**config.mk**
```make
export PLATFORM = sky130hd
export DESIGN_NAME = rtc_counter_top
export DESIGN_NICKNAME = d
export VERILOG_FILES = /design/src/rtl/rtc_pkg.sv /design/src/rtl/rtc_count_core.sv /design/src/rtl/rtc_irq_src.sv /design/src/rtl/rtc_counter_top.sv
export SDC_FILE = /design/constraint.sdc
export NUM_CORES = 1
export LEC_CHECK = 0
export BUFFER_PORTS_ARGS = -buffer_cell sky130_fd_sc_hd__buf_4
export CAP_MARGIN = 20
export CORE_UTILIZATION = 38
export DETAILED_ROUTE_END_ITERATION = 7
export GPL_ROUTABILITY_DRIVEN = 1
export PLACE_DENSITY_LB_ADDON = 0.08
export SYNTH_ARGS = -nofsm -noshare
export SYNTH_HDL_FRONTEND = slang
export SYNTH_SLANG_ARGS = --single-unit
```
**constraint.sdc**
```tcl
create_clock -name clk -period 5.36 [get_ports clk]
set_input_delay 0.804 -clock clk [delete_from_list [all_inputs] [get_ports clk]]
set_output_delay 0.804 -clock clk [all_outputs]
set_load 0.005 [all_outputs]
```
**src/rtl/rtc_pkg.sv**
```systemverilog
package rtc_pkg;
    localparam int BYTE_W    = 8;
    localparam int CNT_BYTES = 4;
    localparam int CNT_W     = BYTE_W * CNT_BYTES;
    localparam int BUF_W     = CNT_W - BYTE_W;
    localparam int LVL_W     = 2;
    localparam int NSRC      = 2;
    localparam int SRC_OVF   = 0;
    localparam int SRC_CMP   = 1;
    localparam int CTRL_W    = LVL_W * NSRC;
    localparam int ADDR_W    = 4;
    localparam int A_CTRL    = 0;
    localparam int A_FLAGS   = 1;
    localparam int A_CNT     = 2;
    localparam int A_CMP     = A_CNT + CNT_BYTES;
    localparam int A_PER     = A_CMP + CNT_BYTES;

    typedef struct packed {
        logic [CTRL_W-1:0] ctrl;
        logic [CNT_W-1:0]  cmp;
        logic [CNT_W-1:0]  per;
        logic [BUF_W-1:0]  wbuf;
        logic [BUF_W-1:0]  rlatch;
    } host_regs_t;

    typedef struct packed {
        logic [CNT_W-1:0] cnt;
        logic [NSRC-1:0]  pend;
    } core_state_t;
endpackage

```
**src/rtl/rtc_count_core.sv**
```systemverilog
module rtc_count_core
    import rtc_pkg::*;
(
    input  logic                 clk,
    input  logic                 rst_n,
    input  logic                 tick_i,
    input  logic                 load_i,
    input  logic [CNT_W-1:0]     load_val_i,
    input  logic [CNT_W-1:0]     cmp_i,
    input  logic [CNT_W-1:0]     per_i,
    output logic [CNT_W-1:0]     cnt_o,
    output logic [NSRC-1:0]      evt_o
);
    core_state_t st_d, st_q;

    always_comb begin
        st_d  = st_q;
        evt_o = '0;
        if (tick_i) begin
            // Conditions seen on this tick surface as events on the next tick.
            evt_o              = st_q.pend;
            st_d.pend[SRC_CMP] = (st_q.cnt == cmp_i);
            st_d.pend[SRC_OVF] = (st_q.cnt == per_i);
            st_d.cnt           = (st_q.cnt == per_i) ? '0 : st_q.cnt + CNT_W'(1);
        end
        if (load_i) begin
            st_d.cnt = load_val_i;
        end
    end

    always_ff @(posedge clk or negedge rst_n) begin
        if (!rst_n) begin
            st_q <= '0;
        end else begin
            st_q <= st_d;
        end
    end

    assign cnt_o = st_q.cnt;
endmodule

```
**src/rtl/rtc_irq_src.sv**
```systemverilog
module rtc_irq_src
    import rtc_pkg::*;
(
    input  logic             clk,
    input  logic             rst_n,
    input  logic             set_i,
    input  logic             wclr_i,
    input  logic             ack_i,
    input  logic [LVL_W-1:0] lvl_i,
    output logic             flag_o,
    output logic [LVL_W-1:0] req_lvl_o
);
    logic flag_d, flag_q;

    always_comb begin
        // A set in the same cycle overrides either form of clear.
        flag_d = set_i | (flag_q & ~wclr_i & ~ack_i);
    end

    always_ff @(posedge clk or negedge rst_n) begin
        if (!rst_n) begin
            flag_q <= 1'b0;
        end else begin
            flag_q <= flag_d;
        end
    end

    assign flag_o    = flag_q;
    assign req_lvl_o = flag_q ? lvl_i : '0;
endmodule

```
**src/rtl/rtc_counter_top.sv**
```systemverilog
module rtc_counter_top
    import rtc_pkg::*;
(
    input  logic              clk,
    input  logic              rst_n,
    input  logic              tick_i,
    input  logic [ADDR_W-1:0] addr_i,
    input  logic              wr_en_i,
    input  logic [BYTE_W-1:0] wdata_i,
    input  logic              rd_en_i,
    output logic [BYTE_W-1:0] rdata_o,
    input  logic              ack_cmp_i,
    input  logic              ack_ovf_i,
    output logic [LVL_W-1:0]  irq_cmp_lvl_o,
    output logic [LVL_W-1:0]  irq_ovf_lvl_o
);
    host_regs_t        regs_d, regs_q;
    logic              cnt_load_w;
    logic [CNT_W-1:0]  cnt_w;
    logic [CNT_W-1:0]  per_w;
    logic [CNT_W-1:0]  commit_val_w;
    logic [NSRC-1:0]   evt_w;
    logic [NSRC-1:0]   flag_w;
    logic [NSRC-1:0]   wclr_w;
    logic [NSRC-1:0]   ack_w;
    logic [LVL_W-1:0]  req_w [NSRC];

    assign commit_val_w = {wdata_i, regs_q.wbuf};
    assign per_w        = regs_q.per;

    always_comb begin
        regs_d     = regs_q;
        cnt_load_w = 1'b0;
        wclr_w     = '0;
        if (wr_en_i) begin
            if (addr_i == ADDR_W'(A_CTRL)) begin
                regs_d.ctrl = wdata_i[CTRL_W-1:0];
            end
            if (addr_i == ADDR_W'(A_FLAGS)) begin
                wclr_w = wdata_i[NSRC-1:0];
            end
            for (int b = 0; b < CNT_BYTES - 1; b++) begin
                if (addr_i == ADDR_W'(A_CNT + b) ||
                    addr_i == ADDR_W'(A_CMP + b) ||
                    addr_i == ADDR_W'(A_PER + b)) begin
                    regs_d.wbuf[b*BYTE_W +: BYTE_W] = wdata_i;
                end
            end
            if (addr_i == ADDR_W'(A_CNT + CNT_BYTES - 1)) begin
                cnt_load_w = 1'b1;
            end
            if (addr_i == ADDR_W'(A_CMP + CNT_BYTES - 1)) begin
                regs_d.cmp = commit_val_w;
            end
            if (addr_i == ADDR_W'(A_PER + CNT_BYTES - 1)) begin
                regs_d.per = commit_val_w;
            end
        end
        if (rd_en_i && addr_i == ADDR_W'(A_CNT)) begin
            regs_d.rlatch = cnt_w[CNT_W-1:BYTE_W];
        end
    end

    always_ff @(posedge clk or negedge rst_n) begin
        if (!rst_n) begin
            regs_q      <= '0;
            regs_q.per  <= '1;
        end else begin
            regs_q <= regs_d;
        end
    end

    always_comb begin
        rdata_o = '0;
        if (addr_i == ADDR_W'(A_CTRL)) begin
            rdata_o = BYTE_W'(regs_q.ctrl);
        end
        if (addr_i == ADDR_W'(A_FLAGS)) begin
            rdata_o = BYTE_W'(flag_w);
        end
        if (addr_i == ADDR_W'(A_CNT)) begin
            rdata_o = cnt_w[BYTE_W-1:0];
        end
        for (int b = 1; b < CNT_BYTES; b++) begin
            if (addr_i == ADDR_W'(A_CNT + b)) begin
                rdata_o = regs_q.rlatch[(b-1)*BYTE_W +: BYTE_W];
            end
        end
        for (int b = 0; b < CNT_BYTES; b++) begin
            if (addr_i == ADDR_W'(A_CMP + b)) begin
                rdata_o = regs_q.cmp[b*BYTE_W +: BYTE_W];
            end
            if (addr_i == ADDR_W'(A_PER + b)) begin
                rdata_o = regs_q.per[b*BYTE_W +: BYTE_W];
            end
        end
    end

    rtc_count_core u_core (
        .clk        (clk),
        .rst_n      (rst_n),
        .tick_i     (tick_i),
        .load_i     (cnt_load_w),
        .load_val_i (commit_val_w),
        .cmp_i      (regs_q.cmp),
        .per_i      (regs_q.per),
        .cnt_o      (cnt_w),
        .evt_o      (evt_w)
    );

    assign ack_w[SRC_OVF] = ack_ovf_i;
    assign ack_w[SRC_CMP] = ack_cmp_i;

    for (genvar s = 0; s < NSRC; s++) begin : g_src
        rtc_irq_src u_src (
            .clk       (clk),
            .rst_n     (rst_n),
            .set_i     (evt_w[s]),
            .wclr_i    (wclr_w[s]),
            .ack_i     (ack_w[s]),
            .lvl_i     (regs_q.ctrl[s*LVL_W +: LVL_W]),
            .flag_o    (flag_w[s]),
            .req_lvl_o (req_w[s])
        );
    end

    assign irq_ovf_lvl_o = req_w[SRC_OVF];
    assign irq_cmp_lvl_o = req_w[SRC_CMP];
endmodule

```
==> results.py <==
metrics = {
    "outcome": {
        "status": "finished clean",
    },
    "clock_tree": {
        "cts_made_buffers": 17,
        "hold_buffers": 0,
        "cts_resized": 0,
        "clkLatencyLatePin_ps": 440,
        "root_buffer": "clkbuf_16",
        "tritoncts": "built",
        "h-tree-depth": 4,
        "postCtsSetupBuffers": 0,
        "clockBufferDepth": 2,
        "cts.sinks": 152,
        "path_clk_slew_ps": 60,
    },
    "logic_synthesis": {
        "ys_seq_area_frac": 0.4460,
        "synthArstFlopShare": 1.000,
        "synth_cell_types": 67,
        "ys.warnings.count": 0,
        "syn_area_mm2": 0.008618,
        "synth_cells": 824,
        "syn_nets": 844,
        "synth_flop_cell": "dfrtp_1",
        "synth-seq-cells": 152,
        "synth_area_per_cell_um2": 10.46,
        "synth_edf_count": 0,
    },
    "drt": {
        "num_vias": 6829,
        "drt-initial-drc-count": 616,
        "drcViolationCount": 0,
        "drt-total-wl_um": 31520,
        "routed_via_density": 6.152,
        "ant_nets": 0,
        "first_pass_iters": 7,
        "wl_per_cell_um": 28.40,
    },
    "sta": {
        "hold_viol": 0,
        "drv_slew": 0,
        "rsz0062_at_grt": "no",
        "finalSetupViolCount": 0,
        "relSlewSlack": 0.3621,
        "fmax_ghz": 0.2617,
        "skew_ps": 13.26,
        "finalSetupTns_ps": 0,
        "layout_min_cycle_time_ps": 3822,
        "worst_pin_slew_ps": 956.8,
        "period_share": 0.7130,
    },
    "power": {
        "p_per_area_mw_per_mm2": 425.1,
        "clockPowerShare": 0.300,
        "peakVddDrop_v": 0.0001896,
        "p_leak_nw": 3.842,
        "p_switching_mw": 1.457,
        "p_sw_frac": 0.3590,
        "intPower_mw": 2.601,
        "power_frac_comb": 0.218,
        "p_seq_frac": 0.481,
    },
    "grt": {
        "grt_remaining_overflow": 0,
        "antenna_found_initial": 0,
        "grt_pass1_vias": 6745,
        "grt_use_total": 0.2786,
        "grt_max_degree": 75,
        "grt_first_pass_wirelength_um": 46840,
    },
    "layout": {
        "multi_input_area_mm2": 0.004390,
        "fin_cells": 1110,
        "seqCellArea_mm2": 0.003844,
        "n_antenna_cell": 0,
        "nets": 837,
        "syn_to_final_growth_pct": 10.76,
        "drive_gt1_frac": 0.2880,
        "num-fill-cells": 2107,
    },
    "hold_path": {
        "hp-class": "input port to asynchronous set/reset pin",
    },
    "setup_path": {
        "path_max_fanout": 48,
        "r2r_cells": 6,
        "r2r_start": "u_core.cnt_o[11]",
        "worst_ep_arrival_time_ps": 3020,
        "critPathLaunchType": "input port",
        "reg2reg_slack_ps": 2210,
        "crit_type": "input port to output port",
        "end_kind": "output port",
        "r2r-end": "u_core.cnt_o[4]",
        "critPathRequiredTime_ps": 4560,
    },
    "die": {
        "io_pins": 31,
        "die_w_um": 152.6,
        "die-area_mm2": 0.02329,
        "core_mm2": 0.02203,
        "core.rowCount": 54,
        "fp.dieH_um": 152.6,
        "initial_core_util": 0.3913,
    },
    "placement": {
        "portBuffers": 30,
        "place_congestion": 0.9042,
        "place_hpwl_um": 23090,
        "dp_cells": 1078,
    },
    "run": {
        "drv_cap": 0,
    },
}
-- metrics by stage --
stage / total power [mW] / setup WS (ps) / utilization / hold WS [ps] / area [um2]
global placement: 2.820 / 1611 / 0.4070 / 485.9 / 8964
floorplan: 2.404 / 2403 / - / 450.5 / 8618
detailed placement: 2.837 / 1607 / 0.4070 / 472.2 / 8964
CTS: 4.064 / 1587 / 0.4334 / 413.1 / 9545
global route: 4.237 / 1384 / 0.4334 / 439.3 / 9545
finish: 4.058 / 1538 / 0.4334 / 394.2 / 9545
-- registers in the layout, summed over array words and instances (netlist names) --
| name | count |
|---|---|
| u_core.st_q | 2 |
| g_src.u_src.flag_o | 2 |
| commit_val_w | 24 |
| regs_q | 60 |
| per_w | 32 |
| u_core.cnt_o | 32 |
-- cells in the mapped netlist, drive strengths merged (5+ instances only) --
cell | instances | area, um2
a31o | 8 | 70.07
a22oi | 6 | 45.04
o21ai | 40 | 203.9
nand3b | 6 | 45.04
nand4 | 17 | 127.6
xnor2 | 21 | 183.9
a32oi | 5 | 43.79
mux2i | 15 | 150.1
and3 | 5 | 31.28
o31ai | 6 | 45.04
o41ai | 5 | 43.79
nor4 | 14 | 93.84
o22ai | 11 | 68.82
a22o | 5 | 43.79
dfrtp | 120 | 3003
buf | 48 | 261.5
nand2 | 51 | 191.4
xor2 | 46 | 402.9
dfstp | 32 | 840.8
o221ai | 5 | 43.79
nor3 | 14 | 81.33
nor2b | 7 | 43.79
mux2 | 121 | 1363
a21oi | 27 | 135.1
a31oi | 8 | 50.05
inv | 16 | 60.06
and2 | 8 | 50.05
or4 | 6 | 45.04
nor2 | 49 | 186.4
nand3 | 29 | 145.1
clkbuf | 20 | 75.07
-- routing by layer --
| metal | global-route usage | up-vias | share of wire |
|---|---|---|---|
| met5 | 0 | - | 0 |
| met1 | 0.3980 | 3563 | 0.46 |
| met4 | 0.08706 | 0 | 0.023 |
| met2 | 0.4377 | 260 | 0.46 |
| met3 | 0.03584 | 36 | 0.052 |
| li1 | - | 2970 | - |
-- how the worst max path moves through the flow --
stage | from | end | slack (ps)
global route | addr_i[2] | rdata_o[6] | 1380
detailed placement | addr_i[2] | rdata_o[6] | 1610
global placement | addr_i[0] | rdata_o[6] | 1610
floorplan | addr_i[0] | rdata_o[2] | 2400
finish | addr_i[2] | rdata_o[6] | 1540
CTS | addr_i[2] | rdata_o[6] | 1590
-- critical path, cell delays in order --
cell	delay (ps)
buf_4	450
nor2b_1	460
a22oi_1	170
o21ai_0	280
a22oi_1	100
a222oi_1	530
buf_4	210
-- cell usage in the layout (no fill, tap or decap), drive strengths merged, types with 4 or more instances in the layout --
| cell type | count |
|---|---|
| mux2 | 121 |
| dfrtp | 120 |
| nand2 | 51 |
| nor2 | 49 |
| xor2 | 46 |
| buf | 42 |
| o21ai | 40 |
| dfstp | 32 |
| nand3 | 29 |
| a21oi | 27 |
| inv | 25 |
| xnor2 | 21 |
| clkbuf | 18 |
| nand4 | 17 |
| mux2i | 15 |
| nor4 | 14 |
| nor3 | 14 |
| o22ai | 11 |
| a31oi | 8 |
| and2 | 8 |
| a31o | 8 |
| nor2b | 7 |
| a22oi | 6 |
| nand3b | 6 |
| o31ai | 6 |
| or4 | 6 |
| a22o | 5 |
| and3 | 5 |
| o221ai | 5 |
| a32oi | 5 |
| o41ai | 5 |
| nand2b | 4 |
| a32o | 4 |
| a2bb2oi | 4 |
| or3 | 4 |
| a21o | 4 |
| or2 | 4 |
-- kinds of logic (layout without fill, tap and decap cells) --
group | count (synthesis) | in the layout | share of synthesized area
AOI/OAI and AO/OA | 161 | 161 | 0.1286
xor gates and xnor gates | 67 | 67 | 0.06809
and+or+nand+nor | 223 | 223 | 0.1343
DFF | 152 | 152 | 0.4460
muxes | 136 | 136 | 0.1755
adders and majority gates | 1 | 1 | 0.001452
buffers and inverters | 84 | 90 | 0.04602
-- power groups by stage --
stage / combinational, mW / sequential, mW / clock (mW)
finish: 0.886 / 1.95 / 1.22
global route: 0.959 / 1.99 / 1.29
CTS: 0.883 / 1.94 / 1.24
detailed placement: 0.878 / 1.96 / 0
global placement: 0.864 / 1.96 / 0
floorplan: 0.729 / 1.68 / 0
-- cell type report --
| type | count | share of cell area |
|---|---|---|
| multi-input cells | 588 | 0.4600 |
| flip-flops and latches | 152 | 0.4027 |
| clock buffers | 18 | 0.04496 |
| well taps | 280 | 0.03670 |
| repair buffers | 42 | 0.03343 |
| clock inverters | 14 | 0.01599 |
| inverters | 16 | 0.006292 |
Note: power is estimated with default switching activity, not from simulation.
